<file path="src/rtl/diffclk_pkg.sv">
// Package: shared tick type, preset record and the preset lookup.
// Assumes a 64 MHz timebase, so one tick is 15.625 ns.
package diffclk_pkg;
    localparam int TICK_W = 9;                 // holds the longest period, 320
    localparam int SW_W   = 4;                 // switch bank width
    localparam int SEL_W  = 3;                 // decoded upper switch bits

    typedef logic [TICK_W-1:0] tick_t;

    typedef struct packed {
        tick_t period;
        tick_t mark;
    } preset_t;

    // Returns period and mark in ticks for a preset number.
    function automatic preset_t preset_lookup(input logic [SEL_W-1:0] sel);
        preset_t p;
        case (sel)
            3'd0:    begin p.period = tick_t'(320); p.mark = tick_t'(64); end
            3'd1:    begin p.period = tick_t'(256); p.mark = tick_t'(48); end
            3'd2:    begin p.period = tick_t'(256); p.mark = tick_t'(32); end
            3'd3:    begin p.period = tick_t'(192); p.mark = tick_t'(32); end
            3'd4:    begin p.period = tick_t'(192); p.mark = tick_t'(16); end
            3'd5:    begin p.period = tick_t'(128); p.mark = tick_t'(32); end
            3'd6:    begin p.period = tick_t'(128); p.mark = tick_t'(16); end
            default: begin p.period = tick_t'(128); p.mark = tick_t'(8);  end
        endcase
        return p;
    endfunction
endpackage

</file>
<file path="src/rtl/sw_sync.sv">
// Module: sw_sync
// Multi-flop synchroniser for a slow, asynchronous switch bus.
// Assumes the switches are quasi-static, so a bit-wise skew of one
// cycle between bits is harmless; STAGES must be at least 2.
module sw_sync #(
    parameter int W      = 4,
    parameter int STAGES = 2
) (
    input  logic         clk,
    input  logic         rst_n,
    input  logic [W-1:0] d,
    output logic [W-1:0] q
);
    logic [STAGES-1:0][W-1:0] chain;

    // Shift the raw switch value through the flop chain.
    always_ff @(posedge clk) begin
        if (!rst_n) begin
            chain <= '0;
        end else begin
            chain[0] <= d;
            for (int i = 1; i < STAGES; i++) begin
                chain[i] <= chain[i-1];
            end
        end
    end

    assign q = chain[STAGES-1];
endmodule

</file>
<file path="src/rtl/preset_decode.sv">
// Module: preset_decode
// Maps the synchronised switch bus to a period/mark pair.
// Assumes the top SEL_W bits form the preset number, with the MSB on the
// left-most switch; the remaining low bit is deliberately unused.
module preset_decode
    import diffclk_pkg::*;
(
    input  logic [SW_W-1:0] sw_q,
    output preset_t         preset
);
    logic [SEL_W-1:0] sel;
    logic             unused_low;

    // Take the preset number from the upper bits only.
    always_comb begin
        sel        = sw_q[SW_W-1 -: SEL_W];
        unused_low = sw_q[0];
        preset     = preset_lookup(sel);
    end
endmodule

</file>
<file path="src/rtl/period_engine.sv">
// Module: period_engine
// Period counter, mark comparison and the complementary output registers.
// Assumes next_preset is already synchronous to clk. It is sampled only on
// the wrap cycle, so a period is never cut short or stretched.
module period_engine
    import diffclk_pkg::*;
(
    input  logic    clk,
    input  logic    rst_n,
    input  preset_t next_preset,
    output logic    clk_p,
    output logic    clk_n
);
    tick_t   cnt;
    preset_t act;
    logic    wrap;
    logic    in_mark;

    // Flag the last tick of the period and the mark window.
    always_comb begin
        wrap    = (cnt == act.period - tick_t'(1));
        in_mark = (cnt < act.mark);
    end

    // Advance the counter and adopt a new preset at the boundary.
    always_ff @(posedge clk) begin
        if (!rst_n) begin
            cnt <= '0;
            act <= preset_lookup('0);
        end else if (wrap) begin
            cnt <= '0;
            act <= next_preset;
        end else begin
            cnt <= cnt + tick_t'(1);
        end
    end

    // Register both output polarities on the same edge.
    always_ff @(posedge clk) begin
        if (!rst_n) begin
            clk_p <= 1'b0;
            clk_n <= 1'b1;
        end else begin
            clk_p <= in_mark;
            clk_n <= !in_mark;
        end
    end

    // counter never reaches the active period
    p_cnt_range_r9: assert property (@(posedge clk) disable iff (!rst_n)
        cnt < act.period);

    // active preset only moves on a wrap
    p_preset_hold_r9: assert property (@(posedge clk) disable iff (!rst_n)
        !wrap |=> $stable(act));

    // a period start is followed by a high true output
    p_mark_start_r3: assert property (@(posedge clk) disable iff (!rst_n)
        (cnt == '0) |=> clk_p);
endmodule

</file>
<file path="src/rtl/diffclk_gen.sv">
// Module: diffclk_gen
// Switch-selected asymmetric differential clock generator (top level).
// Assumes clk is the 64 MHz timebase and sw is asynchronous to it.
module diffclk_gen
    import diffclk_pkg::*;
#(
    parameter int SYNC_STAGES = 2
) (
    input  logic            clk,
    input  logic            rst_n,
    input  logic [SW_W-1:0] sw,
    output logic            clk_p,
    output logic            clk_n
);
    logic [SW_W-1:0] sw_q;
    preset_t         next_preset;

    sw_sync #(.W(SW_W), .STAGES(SYNC_STAGES)) u_sync (
        .clk   (clk),
        .rst_n (rst_n),
        .d     (sw),
        .q     (sw_q)
    );

    preset_decode u_decode (
        .sw_q   (sw_q),
        .preset (next_preset)
    );

    period_engine u_engine (
        .clk         (clk),
        .rst_n       (rst_n),
        .next_preset (next_preset),
        .clk_p       (clk_p),
        .clk_n       (clk_n)
    );

    // reset forces true low, inverted high
    p_reset_state_r1: assert property (@(posedge clk)
        !rst_n |=> (!clk_p && clk_n));

    // the two outputs are always complementary
    p_complement_r6: assert property (@(posedge clk) disable iff (!rst_n)
        clk_n == !clk_p);

    // output rises on the first edge after reset release
    p_first_rise_r8: assert property (@(posedge clk)
        ($past(!rst_n) && rst_n) |=> clk_p);
endmodule

</file>
<file path="config.mk">
export PLATFORM = sky130hd
export DESIGN_NAME = diffclk_gen
export DESIGN_NICKNAME = d
export VERILOG_FILES = /design/src/rtl/diffclk_pkg.sv /design/src/rtl/sw_sync.sv /design/src/rtl/preset_decode.sv /design/src/rtl/period_engine.sv /design/src/rtl/diffclk_gen.sv
export SDC_FILE = /design/constraint.sdc
export NUM_CORES = 1
export LEC_CHECK = 0
export BUFFER_PORTS_ARGS = -buffer_cell sky130_fd_sc_hd__buf_2
export CORE_MARGIN = 5
export CORE_UTILIZATION = 45
export DETAILED_ROUTE_END_ITERATION = 6
export PLACE_DENSITY = 0.65
export SETUP_SLACK_MARGIN = 0.15
export SYNTH_ARGS = -nofsm -noshare
export SYNTH_HDL_FRONTEND = slang
export SYNTH_SLANG_ARGS = --single-unit
</file>
<file path="constraint.sdc">
create_clock -name clk -period 1.7 [get_ports clk]
set_input_delay 0.34 -clock clk [delete_from_list [all_inputs] [get_ports clk]]
set_output_delay 0.34 -clock clk [all_outputs]
set_load 0.02 [all_outputs]
</file>
## Word-level counts from Yosys, hierarchy flattened

Index checks and enable logic that the tools add are counted.

- Equality and inequality tests: 7
- $add $sub $neg: 2
- Reduce and logical (&&, ||, !) cells: 3
- $lt $le $gt $ge: 1
- Muxes and demuxes: 1
- Bitwise gates (word level): 1

Operators with widths:

| operator | number |
|---|---|
| case mux 18 bit (7 select lines) | 1 |
| adder 9 x 1 -> 9 bit (second input constant) | 1 |
| == test 3 bit (second input constant) | 3 |
| == test 9 bit | 1 |
| less-than comparator 9 bit | 1 |
| subtractor 9 x 1 -> 9 bit (second input constant) | 1 |
| == test 3 x 2 -> 1 bit (second input constant) | 2 |
| == test 3 x 1 -> 1 bit (second input constant) | 1 |
| logical NOT 3 bit | 1 |
| OR reduction 2 bit | 1 |
| logical NOT 1 bit | 1 |
| NOT 1 bit | 1 |

- Input port bits: 6
- Register bits: 37

## Depth between registers and ports, before layout

- Depth after elaboration: 3
- Gate-level depth with buffers: 7

## Cells and area by module

A second synthesis with hierarchy kept.

- Cell total of the unflattened synthesis: 228
- Area, all modules: 2,098.3 µm²

By module, submodules not included:

| module | area an instance (µm²) | cells an instance | sequential area each (µm²) | instances |
|---|---|---|---|---|
| period_engine | 1,711.6 | 186 | 580.6 | 1 |
| sw_sync | 240.2 | 20 | 160.2 | 1 |
| preset_decode | 146.4 | 22 | 0.0 | 1 |

## Least setup slack after synthesis

No wires, ideal clock.

- Path kind: reg-to-reg
- Start point: register u_engine.act[15] (netlist name)
- End point: register u_engine.act[4] (netlist name)
- Library setup time: 122 ps
- Path slack: -84 ps
- Stages on the path, launching flop included: 8
- Period minus slack after synthesis: 1,784 ps
- Data arrival time: 1,663 ps
- Cells stage by stage: dfxtp_1 -> inv_1 -> ha_1 -> xor2_1 -> nand3_1 -> or2_1 -> buf_6 -> o311a_1

- Cells in the longest elaborated chain, start to end: 2

Ends and longest elaborated chain:

| element | RTL line | text |
|---|---|---|
| start: declaration | period_engine.sv:15 | `preset_t act;` |
| start signal: assignment | period_engine.sv:29 | `act <= preset_lookup('0);` |
| start signal: assignment | period_engine.sv:32 | `act <= next_preset;` |
| subtractor 9 x 1 -> 9 bit | period_engine.sv:21 | `wrap = (cnt == act.period - tick_t'(1));` |
| == test 9 bit | period_engine.sv:21 |  |

Every way passes these cells.
A chain may end at the register's enable or synchronous reset.

## Worst setup path in the final report

Ends and elaborated chain as after synthesis.

==> results.cfg <==
[cells_and_area]
fin_util = 0.5424
areaGrowthSynthToFinish_pct = 15.82
drive_gt1_frac = 0.2521
diodes = 0
nNetsFinal = 132

[placement]
io_buffers = 6
dpl.hpwl_microns = 1247
gp_congestion = 0.7327

[synthesis]
synth.most_common_cell = dfxtp_1
synth_ff_type = dfxtp_1
synth_top_family_by_area = simple AND/OR/NAND/NOR gates
synth_area_leaders = dfxtp_1 46%, ha_1 6.0%, and2_1 4.2%
synth-edff-count = 0
synth-adder-area-share = 0.06039
syn_area_per_cell_sq_um = 9.593
yosys_register_bits = 24
synth_commonest_cells = 24 x dfxtp_1, 9 x nor2_1, 8 x inv_1
synth_top_area_frac = 0.4638
muxShareOfSynthArea = 0.01932
synth_area_sq_um = 1036
synth_top_area_cell = dfxtp_1
synthDistinctLibCells = 32
synth_compound_area_frac = 0.1027
async_flop_share = 0
postSynthCellCount = 108
yosys_warnings = 0
synth_nets = 119
synth_seq_area_share = 0.4638
synth-simple-area-share = 0.1981
synth_xor_area_frac = 0.09783

[sta]
rsz0062_at_grt = true
skew_ps = 1.177
drv_slew = 0
fmax_mhz = 652.0
tightestPinTransition_ps = 345.2
setup_tns_ps = 0
setup_viol = 0
fin_crit_ps = 1534
period_share = 0.9022
hold_viol = 0
maxSlewHeadroom = 0.7666
fin_hold_ws_ps = 233.3

[worst_setup_path]
ff2ff_setup_slack_ps = 170
cp_num_buf_inv = 1
worstPathArrival_ps = 1740
cp.required_ps = 1900
crit_chain = inv_2, ha_4, xor2_2, nand3_2, or2_4, o311a_1
cp_top_family = flip-flops
crit_path_max_fanout = 5
path_class = reg -> reg
end_kind = register
critPathSlowestCell = dfxtp_2
reg2reg_from = u_engine.act[15]
start_kind = register
slowest_delay_ps = 360
rr_endpoint = u_engine.act[4]
r2r_cells = 6

[run]
maxCapViolations = 0

[worst_hold_path]
min_to = u_sync.chain[1]
hold_depth = 2
hold_class = in -> reg
min_from = sw[1]

[global_route]
grt_usage = 0.1156
first_global_vias = 740
grt_pass1_wl_microns = 3036
grt_max_degree = 20
grt-ovfl-total = 0
antenna_found_initial = 0

[floorplanning]
die_h_microns = 57.98
dieWidth_microns = 57.98
rows = 17
start_util = 0.4683
die-area_sq_um = 3362
core_sq_um = 2212
io-pin-count = 8

[drt]
wl_per_cell_microns = 11.55
antenna_left = 0
vias = 757
drtPass1Iterations = 4
routed_wl_microns = 1698
drt-vias-per-instance = 5.150
drc_errors = 0
drt_iter0_markers = 7

[power_and_ir_drop]
power.density_nw_per_um2 = 727.5
peakVddDrop_mv = 0.4290
leakagePower_nw = 0.4734

[clock_tree]
cts_tree = done
cts.clk_slew.worst_paths_ps = 120
clock-sinks = 24
htreeDepth = 1
clock_path_buffers = 2
clk_latency_ps = 300
cts-buffers-inserted = 3
cts_root_buf = clkbuf_4

[outcome]
outcome = complete, no violations
power breakdown:
part           switching [mW]  leakage [nW]  internal (mW)
logic                  0.0233         0.263         0.0239
clock network           0.152        0.0138         0.0827
registers              0.0129         0.197          0.578
total                   0.188         0.473          0.685
cell usage in the layout (no fill, tap or decap), types with 2 or more instances in the layout:
master     n
nand3_2    2
nand3_1    3
inv_2      2
and2_1     7
xnor2_1    4
inv_1      6
o21ai_0    5
buf_6      2
buf_4      4
xor2_1     4
a31oi_1    2
mux2i_1    2
nor2_1     9
ha_4       2
clkbuf_4   3
nor3_1     4
nand2_1    5
ha_1       3
dfxtp_1   20
buf_2      6
dfxtp_2    4
o211ai_1   2
per-layer routing:
metal	wire length, microns	vias up	track usage
met3	60	4	0.02227
met4	36	0	0.07616
met2	810	14	0.1903
met1	791	353	0.1357
li1	-	386	-
met5	0	-	0
stage by stage:
stage | std cells | power [mW] | setup slack [ps] | cell area, sq um
6_report | 147 | 0.8729 | 166.2 | 1200
5_1_grt | 147 | 0.9192 | 99.93 | 1200
3_5_place_dp | 142 | 0.6465 | 101.9 | 1125
4_1_cts | 146 | 0.8852 | 136.8 | 1159
2_1_floorplan | 108 | 0.6306 | 55.32 | 1060
3_3_place_gp | 142 | 0.6448 | 122.1 | 1125
sequential cells by signal, summed over array words and instances, names as in the netlist:
register / cells
u_engine.cnt: 9
u_sync.q: 3
u_engine.clk_p: 1
u_engine.act: 7
u_sync.chain: 3
u_engine.clk_n: 1
area by class of cell:
class | count | area [sq um]
flip-flops and latches | 24 | 485.5
multi-input cells | 72 | 544.3
inverters | 8 | 30.03
clock buffers | 3 | 22.52
fillers | 221 | 1012
well taps | 28 | 35.03
repair buffers | 12 | 82.58
worst max path at each step:
| stage | cells past startpoint | slack, ps | startpoint | endpoint |
|---|---|---|---|---|
| floorplan | 7 | 60 | u_engine.act[15] | u_engine.act[4] |
| global placement | 6 | 120 | u_engine.act[15] | u_engine.act[4] |
| detailed placement | 6 | 100 | u_engine.act[15] | u_engine.act[4] |
| CTS | 6 | 140 | u_engine.act[15] | u_engine.act[4] |
| global route | 6 | 100 | u_engine.act[15] | u_engine.act[4] |
| finish | 6 | 170 | u_engine.act[15] | u_engine.act[4] |
logic make-up after synthesis:
logic type	Yosys count
adders and majority gates	5
and+or+nand+nor	39
AOI/OAI and AO/OA	16
buffers and inverters	12
muxes	2
xor gates and xnor gates	10
DFF	24
timing repair:
item / 4_1_cts / 5_1_grt
setup buffers: 1 / 1
setup endpoints to repair: 6 / 14
cloned: 0 / 0
hold buffers: 0 / 0
pin swaps: 3 / 2
resized for setup: 3 / 6
No activity file was read; power rests on OpenSTA's default activity.
